### config.mk
export PLATFORM = sky130hd
export DESIGN_NAME = usb_ls_rx
export DESIGN_NICKNAME = d
export VERILOG_FILES = /design/src/rtl/usb_ls_rx.sv
export SDC_FILE = /design/constraint.sdc
export NUM_CORES = 1
export LEC_CHECK = 0
export BUFFER_PORTS_ARGS = -buffer_cell sky130_fd_sc_hd__buf_2
export CAP_MARGIN = 15
export CORE_ASPECT_RATIO = 0.6
export CORE_MARGIN = 2
export CORE_UTILIZATION = 44
export CTS_CLUSTER_DIAMETER = 80
export DETAILED_ROUTE_END_ITERATION = 7
export HOLD_SLACK_MARGIN = 0.02
export SLEW_MARGIN = 20
export SYNTH_ARGS = -nofsm -noshare
export SYNTH_HDL_FRONTEND = slang
export SYNTH_SLANG_ARGS = --single-unit
### constraint.sdc
create_clock -name clk -period 2.8 [get_ports clk]
set_input_delay 0.56 -clock clk [delete_from_list [all_inputs] [get_ports clk]]
set_output_delay 0.56 -clock clk [all_outputs]
set_load 0.02 [all_outputs]
### src/rtl/usb_ls_rx.sv
module usb_ls_rx #(
  parameter int OVS          = 8,
  parameter int DEPTH        = 16,
  parameter int SYNC_TIMEOUT = 256,
  localparam int AW = (DEPTH > 1) ? $clog2(DEPTH) : 1,
  localparam int CW = $clog2(DEPTH + 1)
) (
  input  logic          clk,
  input  logic          rst_n,
  input  logic          start,
  input  logic          dp,
  input  logic          dm,
  output logic          wr_en,
  output logic [AW-1:0] wr_addr,
  output logic [7:0]    wr_data,
  output logic          done,
  output logic [CW-1:0] byte_count,
  output logic          err_overflow,
  output logic          err_sync,
  output logic          busy
);
  localparam int HALF = OVS / 2;
  localparam int PW   = $clog2(OVS + HALF + 1);
  localparam int TW   = $clog2(SYNC_TIMEOUT + 1);

  typedef enum logic [1:0] {S_IDLE, S_HUNT, S_CHECK, S_RX} state_t;
  state_t state;

  logic          dp_m, dp_s, dm_m, dm_s, prev_j, last_dm;
  logic [PW-1:0] ph;
  logic [TW-1:0] tcnt;
  logic [2:0]    bitpos, ones;
  logic [7:0]    shreg;
  logic [CW-1:0] cnt;

  wire line_k = dp_s & ~dm_s;
  wire line_j = ~dp_s & dm_s;
  wire se0    = ~dp_s & ~dm_s;
  wire rx_bit = (dm_s == last_dm);

  assign busy = (state != S_IDLE);

  always_ff @(posedge clk or negedge rst_n) begin
    if (!rst_n) begin
      {dp_m, dp_s, dm_m, dm_s} <= 4'b0011;
      prev_j <= 1'b1;
      state <= S_IDLE;
      ph <= '0; tcnt <= '0; bitpos <= '0; ones <= '0;
      shreg <= '0; cnt <= '0; last_dm <= 1'b0;
      wr_en <= 1'b0; wr_addr <= '0; wr_data <= '0;
      done <= 1'b0; byte_count <= '0;
      err_overflow <= 1'b0; err_sync <= 1'b0;
    end else begin
      dp_m <= dp; dp_s <= dp_m;
      dm_m <= dm; dm_s <= dm_m;
      prev_j <= line_j;
      wr_en <= 1'b0; done <= 1'b0;
      err_overflow <= 1'b0; err_sync <= 1'b0;
      case (state)
        S_IDLE: if (start) begin
          state <= S_HUNT;
          tcnt <= '0;
        end
        S_HUNT: begin
          tcnt <= tcnt + 1'b1;
          if (tcnt >= TW'(SYNC_TIMEOUT - 1)) begin
            err_sync <= 1'b1;
            state <= S_IDLE;
          end else if (line_k && prev_j) begin
            state <= S_CHECK;
            ph <= PW'(1);
          end
        end
        S_CHECK: begin
          ph <= ph + 1'b1;
          if (ph == PW'(OVS + HALF)) begin
            if (line_k) begin
              state <= S_RX;
              ph <= PW'(1);
              bitpos <= '0;
              ones <= 3'd1;
              cnt <= '0;
              last_dm <= 1'b0;
            end else begin
              state <= S_HUNT;
            end
          end
        end
        S_RX: begin
          ph <= ph + 1'b1;
          if (ph == PW'(OVS)) begin
            ph <= PW'(1);
            if (se0 && bitpos != 3'd0) begin
              done <= 1'b1;
              byte_count <= cnt;
              state <= S_IDLE;
            end else begin
              last_dm <= dm_s;
              if (ones == 3'd6) begin
                ones <= '0;
              end else begin
                ones <= rx_bit ? ones + 1'b1 : 3'd0;
                shreg <= {rx_bit, shreg[7:1]};
                bitpos <= bitpos + 1'b1;
                if (bitpos == 3'd7) begin
                  if (cnt == CW'(DEPTH)) begin
                    err_overflow <= 1'b1;
                    state <= S_IDLE;
                  end else begin
                    wr_en <= 1'b1;
                    wr_addr <= cnt[AW-1:0];
                    wr_data <= {rx_bit, shreg[7:1]};
                    cnt <= cnt + 1'b1;
                  end
                end
              end
            end
          end
        end
        default: state <= S_IDLE;
      endcase
    end
  end

  assert_idle_quiet_R1: assert property (@(posedge clk) disable iff (!rst_n)
    !busy |-> !wr_en);
  assert_done_pulse_R6: assert property (@(posedge clk) disable iff (!rst_n)
    done |=> !done);
  assert_done_count_R6: assert property (@(posedge clk) disable iff (!rst_n)
    done |-> byte_count <= CW'(DEPTH));
  assert_no_overflow_R8: assert property (@(posedge clk) disable iff (!rst_n)
    err_overflow |-> !wr_en && !busy);
  assert_sync_idle_R9: assert property (@(posedge clk) disable iff (!rst_n)
    err_sync |-> !busy);
  assert_one_outcome_R10: assert property (@(posedge clk) disable iff (!rst_n)
    $onehot0({done, err_overflow, err_sync}));
endmodule

Word level (Yosys, flattened, before mapping). Index checks and enable logic that the tools add are counted.

Bitwise operators: 8. Eq/ne operators: 23. Reductions and logical operators: 17. $add $sub $neg: 5. Magnitude comparators: 1. Muxes and demuxes: 62.

Operator list (number): 2-to-1 mux 5 bit (7); 2-to-1 mux 3 bit (11); 2-to-1 mux 1 bit (21); 2-to-1 mux 2 bit (10); 2-to-1 mux 4 bit (5); inequality test 2 bit (second input constant) (10); case mux 9 bit (2 select lines) (1); inequality test 3 bit (second input constant) (4); case mux 3 bit (2 select lines) (2); case mux 4 bit (3 select lines) (1); AND reduction 6 bit (2); case mux 5 bit (2 select lines) (1); adder 9 x 1 -> 9 bit (second input constant) (1); greater-or-equal comparator 9 x 8 -> 1 bit (second input constant) (1); 2-to-1 mux 9 bit (1); equality test 4 bit (second input constant) (2); case mux 2 bit (4 select lines) (1); AND reduction 8 bit (1); AND reduction 7 bit (1); adder 3 x 1 -> 3 bit (second input constant) (2); equality test 3 bit (second input constant) (2); AND reduction 3 bit (2); nonzero test 2 bit (3); nonzero test 3 bit (2); other kinds (14) (22).

Output and inout port bits: 22. Register bits after elaboration: 61. Word-level logic and storage cells: 136. Input port bits: 5.

Longest topological paths before layout. Gate-level depths: netlist of run 1.

Depth in word-level cells: 7. Depth in mapped cells: 8. Gate-level depth less buffers: 8.

Worst setup path before layout of run 1. Ideal clock, no wire load.

Path kind: reg-to-reg. Start: reg ones[0]. End: reg wr_addr[0]. Stages on the path, launching flop included: 9. Period minus slack after synthesis: 2.048 ns. Buffers on the path: 2. Arrival: 1.923 ns. Path slack: 0.752 ns. Cell sequence: dfrtp_1 -> inv_1 -> ha_1 -> and2_1 -> a2111oi_4 -> and2_1 -> buf_6 -> buf_12 -> mux2_4.

Longest elaborated chain between the ends: 3.

RTL lines: start, declared (line 32) `logic [2:0] bitpos, ones;`; start signal, assigned (line 102) `ones <= rx_bit ? ones + 1'b1 : 3'd0;`; equality test 3 bit (line 99) `if (ones == 3'd6) begin`; inverter 1 bit (no source line); AND reduction 6 bit (no source line); end signal, assigned (line 111) `wr_addr <= cnt[AW-1:0];`; end, declared (line 14) `output logic [AW-1:0] wr_addr,`.

No other way between the ends. A chain may end at the register's enable or synchronous reset.

Worst setup path in the final report of run 1.
Start: reg state[1]. End: reg wr_addr[3].

Longest elaborated chain between the ends: 2.

RTL lines: start, declared (line 27) `state_t state;`; start signal, assigned (line 47) `state <= S_IDLE;`; start signal, assigned (line 61) `state <= S_HUNT;`; start signal, assigned (line 68) `state <= S_IDLE;`; equality test 2 bit (line 59) `case (state)`; AND reduction 6 bit (no source line).

No other way between the ends.

==> results.sh, run 1 <==
export IMPL_drc=0
export IMPL_synth_edff_count=0
export IMPL_slew_limit_headroom=0.619
export IMPL_grt_overflow_total=0
export IMPL_min_period_ps=2120
export IMPL_setup_tns_final_ps=0
export IMPL_clock_root_buffer="clkbuf_8"
export IMPL_status="complete, no violations"
export IMPL_tightest_slew_ps=571
export IMPL_start_util=0.459
export IMPL_r2r_cells=5
export IMPL_dominantRegCellSynth="dfrtp_1"
export IMPL_worstPathArrival_ps=2340
export IMPL_synth_compound_area_frac=0.126
export IMPL_die_area_sq_mm=0.00712
export IMPL_synth_top_family_by_area="compound AO/OA/AOI/OAI gates"
export IMPL_drv_slew=0
export IMPL_critPathLaunchType="register"
export IMPL_finClkSkew_ps=6.84
export IMPL_die_x_um=108
export IMPL_r2r_setup_slack_ps=680
export IMPL_finalHoldViolations=0
export IMPL_power_frac_clock=0.275
export IMPL_swShare=0.345
export IMPL_r2r_end="wr_addr[3]"
export IMPL_hold_class="in -> async"
export IMPL_clkTransAtPathRegs_ps=70
export IMPL_gp_congestion=0.799
export IMPL_drive_gt1_frac=0.269
export IMPL_die_h_um=66.2
export IMPL_fmax_mhz=472
export IMPL_first_global_vias=1882
export IMPL_wl_per_cell_um=14.7
export IMPL_clk_latency_ps=330
export IMPL_cp_required_ps=3020
export IMPL_ant_nets=0
export IMPL_grt_pass1_wl_um=9320
export IMPL_rr_startpoint="state[1]"
export IMPL_num_fill_cells=574
export IMPL_port_buffers=26
export IMPL_setup_viol=0
export IMPL_p_sw_mw=0.875
export IMPL_cts_num_sinks=60
export IMPL_vias_per_cell=5.22
export IMPL_num_antenna_cells=0
export IMPL_dr_total_vias=1914
export IMPL_seqPwrFrac=0.470
export IMPL_synthCells=244
export IMPL_crit_fanout=16
export IMPL_synth_area_sq_mm=0.00283
export IMPL_synthMuxAreaShare=0.123
export IMPL_nNetsFinal=294
export IMPL_drt_iter0_drc=63
export IMPL_power_density_mw_per_mm2=784
export IMPL_first_pass_iters=4
export IMPL_grt_max_degree=31
export IMPL_cap_violations=0
export IMPL_cts_buffers=9
export IMPL_p_int_mw=1.66
export IMPL_ys_warn_count=0
export IMPL_core_sq_mm=0.00617
export IMPL_synth_xor_area_frac=0.00618
export IMPL_p_leak_nw=1.58
export IMPL_yosysUniqueCellTypes=44
export IMPL_ir_worst_vdd_uv=261
export IMPL_hpwlAfterDp_um=3790
export IMPL_track_usage=0.175
export IMPL_wirelength_um=5390
export IMPL_endpoint_kind="register"
export IMPL_synthSimpleGateAreaFrac=0.125
export IMPL_hold_ws_ps=50.1
export IMPL_avgSynthCellArea_sq_um=11.6
export IMPL_synth_fa_ha_area_frac=0.0486
export IMPL_fp_row_count=22
export IMPL_cts_buffer_depth=2
export IMPL_htreeDepth=3
export IMPL_postSynth_asyncResetShare=1.00
export IMPL_grt_antenna_before_repair=0
export IMPL_min_period_over_period=0.757
export IMPL_cts_tree="yes"
export IMPL_io_pins=27
export IMPL_pwr_share_comb=0.255
export IMPL_rsz0062_at_grt="no"
export IMPL_cts_setup_buffers=0
export IMPL_post_cts_resized=0
export IMPL_synth_seq_cells=60
export IMPL_syn_nets=260
export IMPL_area_delta_synth_final_pct=14.3
export IMPL_ctsHoldBuffers=0
export IMPL_path_class="reg -> reg"
export IMPL_yosysSeqAreaShare=0.531
==> worst max path at each step <==
stage	from	end	depth (start not counted)
after floorplan	ones[0]	wr_addr[0]	8
after global placement	ph[0]	wr_addr[3]	7
after detailed placement	state[1]	wr_addr[3]	5
after CTS	state[1]	wr_addr[3]	5
after global routing	state[1]	wr_data[7]	5
final	state[1]	wr_addr[3]	5
==> layout make-up <==
class / instances / area, sq um / area share
flip-flops and latches: 60 / 1510 / 0.465
multi-input cells: 161 / 1220 / 0.376
repair buffers: 30 / 173 / 0.0533
clock buffers: 12 / 155 / 0.0479
well taps: 84 / 105 / 0.0325
inverters: 16 / 60.1 / 0.0185
clock inverters: 4 / 23.8 / 0.00734
==> metrics by stage <==
step	setup WS, ps	total power [mW]	util	area [sq um]	std cells
2_1_floorplan	752	1.68	-	2830	244
3_3_place_gp	755	1.84	0.496	3060	351
3_5_place_dp	696	1.86	0.496	3060	351
4_1_cts	660	2.57	0.525	3240	367
5_1_grt	476	2.73	0.525	3240	367
6_report	681	2.54	0.525	3240	367
==> layer usage <==
metal / up-vias / global-route usage / part of all wire / routed length (um)
met5: - / 0 / 0 / 0
met4: 0 / 0.0689 / 0.0067 / 36
met3: 4 / 0.0581 / 0.041 / 222
met2: 37 / 0.230 / 0.41 / 2180
met1: 931 / 0.263 / 0.55 / 2950
li1: 942 / - / - / -
==> kinds of logic (layout without fill, tap and decap cells) <==
kind of cell    Yosys count  count (layout)
fa+ha+maj                11              11
mux                      29              29
flops                    60              60
simple gates             68              68
compound gates           51              51
buf+inv                  23              62
xor+xnor                  2               2
==> worst max-delay path, stage by stage (launching register included) <==
cell       delay [ps]
dfrtp_1           620
nand2_1           310
a2111oi_4         280
and2_1            170
buf_4             240
mux2_2            370
==> power by group through the flow <==
| stage | clock network [mW] | registers, mW | logic, mW |
|---|---|---|---|
| 5_1_grt | 0.765 | 1.22 | 0.744 |
| 3_5_place_dp | 0 | 1.21 | 0.651 |
| 6_report | 0.698 | 1.19 | 0.647 |
| 2_1_floorplan | 0 | 1.14 | 0.535 |
| 4_1_cts | 0.726 | 1.19 | 0.655 |
| 3_3_place_gp | 0 | 1.20 | 0.633 |
==> registers in the layout, summed over array words and instances (netlist names), 4 cells and up <==
| name | flops |
|---|---|
| byte_count | 5 |
| cnt | 5 |
| ph | 4 |
| shreg | 7 |
| tcnt | 9 |
| wr_addr | 4 |
| wr_data | 8 |
==> cell usage in the layout, fill, tap and decap left out, types with 3 or more instances in the layout <==
cell type / count
dfrtp_1: 57
clkinv_2: 3
a22o_1: 3
mux2_2: 15
inv_1: 16
nand3_1: 8
buf_4: 3
mux2_4: 8
nor2_1: 13
dfstp_2: 3
clkbuf_8: 11
o21ai_0: 11
a31oi_1: 6
nand2_1: 17
nand4_1: 5
nor2b_1: 3
and3_1: 3
a21oi_1: 8
nand2b_1: 7
a21o_1: 5
buf_2: 26
mux2i_1: 6
and2_1: 3
ha_1: 11
==> synth_stat cells, drive strengths merged, types with 4 or more instances <==
library cell | n | share of area
a21oi | 9 | 0.017
inv | 16 | 0.021
nor2 | 13 | 0.017
a21o | 5 | 0.013
a31oi | 6 | 0.013
dfrtp | 57 | 0.50
nand2 | 17 | 0.023
ha | 11 | 0.049
nand2b | 7 | 0.015
o21ai | 11 | 0.019
mux2i | 6 | 0.021
clkbuf | 4 | 0.0053
nand4 | 5 | 0.011
nand3 | 8 | 0.014
mux2 | 23 | 0.10
No activity file was read; power rests on OpenSTA's default activity.
==> inputs of run 2 (changes only) <==
clock period = 1.7 ns   (was 2.8 ns; I/O delays follow)
==> run 2 against run 1 <==
Effect of this change:
- the flow now finishes with violations (setup timing)
- worst hold slack gained 51 ps
- non-clock buffer count grew 56
- critical path type unchanged
- highest routed layer unchanged
- combinational power grew to 3.0 times the previous value
==> results.sh, run 2 (synthesis results as in run 1) <==
export IMPL_r2r_end="wr_addr[2]"
export IMPL_final_common_cell="dfrtp_1"
export IMPL_setup_viol=20
export IMPL_min_period_ps=1810
export IMPL_core_sq_mm=0.00617
export IMPL_grt_antenna_before_repair=0
export IMPL_ir_worst_vdd_uv=764
export IMPL_first_pass_iters=5
export IMPL_r2r_cells=6
export IMPL_fmax_mhz=553
export IMPL_cap_violations=0
export IMPL_clkTransAtPathRegs_ps=60
export IMPL_drv_slew=0
export IMPL_num_fill_cells=516
export IMPL_hpwlAfterDp_um=4140
export IMPL_gp_congestion=0.804
export IMPL_rr_startpoint="ones[1]"
export IMPL_finalWorstSetupSlack_ps=-109
export IMPL_crit_fanout=7
export IMPL_cts_num_sinks=60
export IMPL_drive_gt1_frac=0.475
export IMPL_post_dp_cell_area_sq_mm=0.00345
export IMPL_multiInputGateArea_sq_mm=0.00137
export IMPL_clk_latency_ps=340
export IMPL_fp_row_count=22
export IMPL_vias_per_cell=5.13
export IMPL_dr_total_vias=2168
export IMPL_min_period_over_period=1.06
export IMPL_endpoint_kind="register"
export IMPL_hold_ws_ps=101
export IMPL_cts_buffers=9
export IMPL_die_x_um=108
export IMPL_cts_tree="yes"
export IMPL_ff_latch_area_sq_mm=0.00151
export IMPL_rsz0062_at_grt="yes"
export IMPL_power_density_mw_per_mm2=1290
export IMPL_violations="setup timing"
export IMPL_grt_overflow_total=0
export IMPL_nNetsFinal=350
export IMPL_track_usage=0.188
export IMPL_clock_root_buffer="clkbuf_8"
export IMPL_first_global_vias=2045
export IMPL_status="finished with violations"
export IMPL_r2r_setup_slack_ps=-110
export IMPL_drt_iter0_drc=117
export IMPL_grt_max_degree=61
export IMPL_ant_nets=0
export IMPL_tightest_slew_ps=346
export IMPL_area_delta_synth_final_pct=36.3
export IMPL_wl_per_cell_um=14.5
export IMPL_fin_area_sq_mm=0.00386
export IMPL_htreeDepth=3
export IMPL_endpoint="wr_addr[2]"
export IMPL_power_mw=4.96
export IMPL_p_leak_nw=1.89
export IMPL_finalHoldViolations=0
export IMPL_start_util=0.459
export IMPL_die_h_um=66.2
export IMPL_worstPathArrival_ps=2030
export IMPL_path_class="reg -> reg"
export IMPL_io_pins=27
export IMPL_wirelength_um=6120
export IMPL_largest_reg_flops=9
export IMPL_num_antenna_cells=0
export IMPL_grt_pass1_wl_um=9900
export IMPL_cp_required_ps=1920
export IMPL_cts_buffer_depth=2
export IMPL_layout_common_cells="dfrtp_1, buf_4, buf_2, nand2_1, mux2_4"
export IMPL_hold_class="in -> reg"
export IMPL_die_area_sq_mm=0.00712
export IMPL_crit_path_start="ones[1]"
export IMPL_drc=0
export IMPL_finClkSkew_ps=8.48
export IMPL_slew_limit_headroom=0.768
export IMPL_port_buffers=26
export IMPL_critPathLaunchType="register"
export IMPL_reg_top3="tcnt (9), wr_data (8), shreg (7)"
export IMPL_largest_register="tcnt"
run 2: power by group:
group	total (mW)	switching (mW)	internal (mW)	leakage [nW]
sequential	1.85	0.169	1.68	0.792
combinational	1.93	0.949	0.984	0.997
clock	1.18	0.539	0.640	0.0982
total	4.96	1.66	3.30	1.89
run 2: how the worst min path moves through the flow:
stage                from  cells after the start        end
floorplan           rst_n                      0  bitpos[0]
global placement     dp_m                      0       dp_s
detailed placement   dp_m                      0       dp_s
CTS                    dm                      1       dm_m
global route           dm                      1       dm_m
finish                 dm                      1       dm_m
run 2: layout make-up:
type,instances,area share
flip-flops and latches,60,0.390
multi-input cells,161,0.354
repair buffers,86,0.165
clock buffers,12,0.0428
well taps,84,0.0272
inverters,16,0.0156
clock inverters,4,0.00583
run 2: repair_timing:
action / in CTS / in global routing
gates resized for setup: 11 / 24
hold buffers: 1 / 0
buffers inserted: 4 / 4
setup endpoints to repair: 23 / 44
pin swaps: 4 / 15
hold endpoints to repair: 57 / 0
gates cloned: 1 / 0
run 2: per-layer routing:
| layer | up-vias | part of all wire | GRT usage |
|---|---|---|---|
| met1 | 1042 | 0.53 | 0.285 |
| met4 | 0 | 0.0096 | 0.0785 |
| met5 | - | 0 | 0 |
| li1 | 1055 | - | - |
| met3 | 7 | 0.050 | 0.0631 |
| met2 | 64 | 0.41 | 0.241 |
run 2: through the flow:
stage               instances  setup WS [ps]  TNS, ps  utilization
floorplan                 244           -307    -3930            -
global route              423           -177    -3210        0.626
CTS                       420           -170    -2790        0.608
detailed placement        399           -207    -3050        0.560
global placement          399           -173    -2460        0.560
finish                    423           -109    -1620        0.626
run 2: critical path: stages (launching register included):
cell and delay, ps:
dfrtp_1 410, ha_4 170, and2_4 140, a2111oi_4 280, and2_4 250, buf_12 140, mux2_4 290
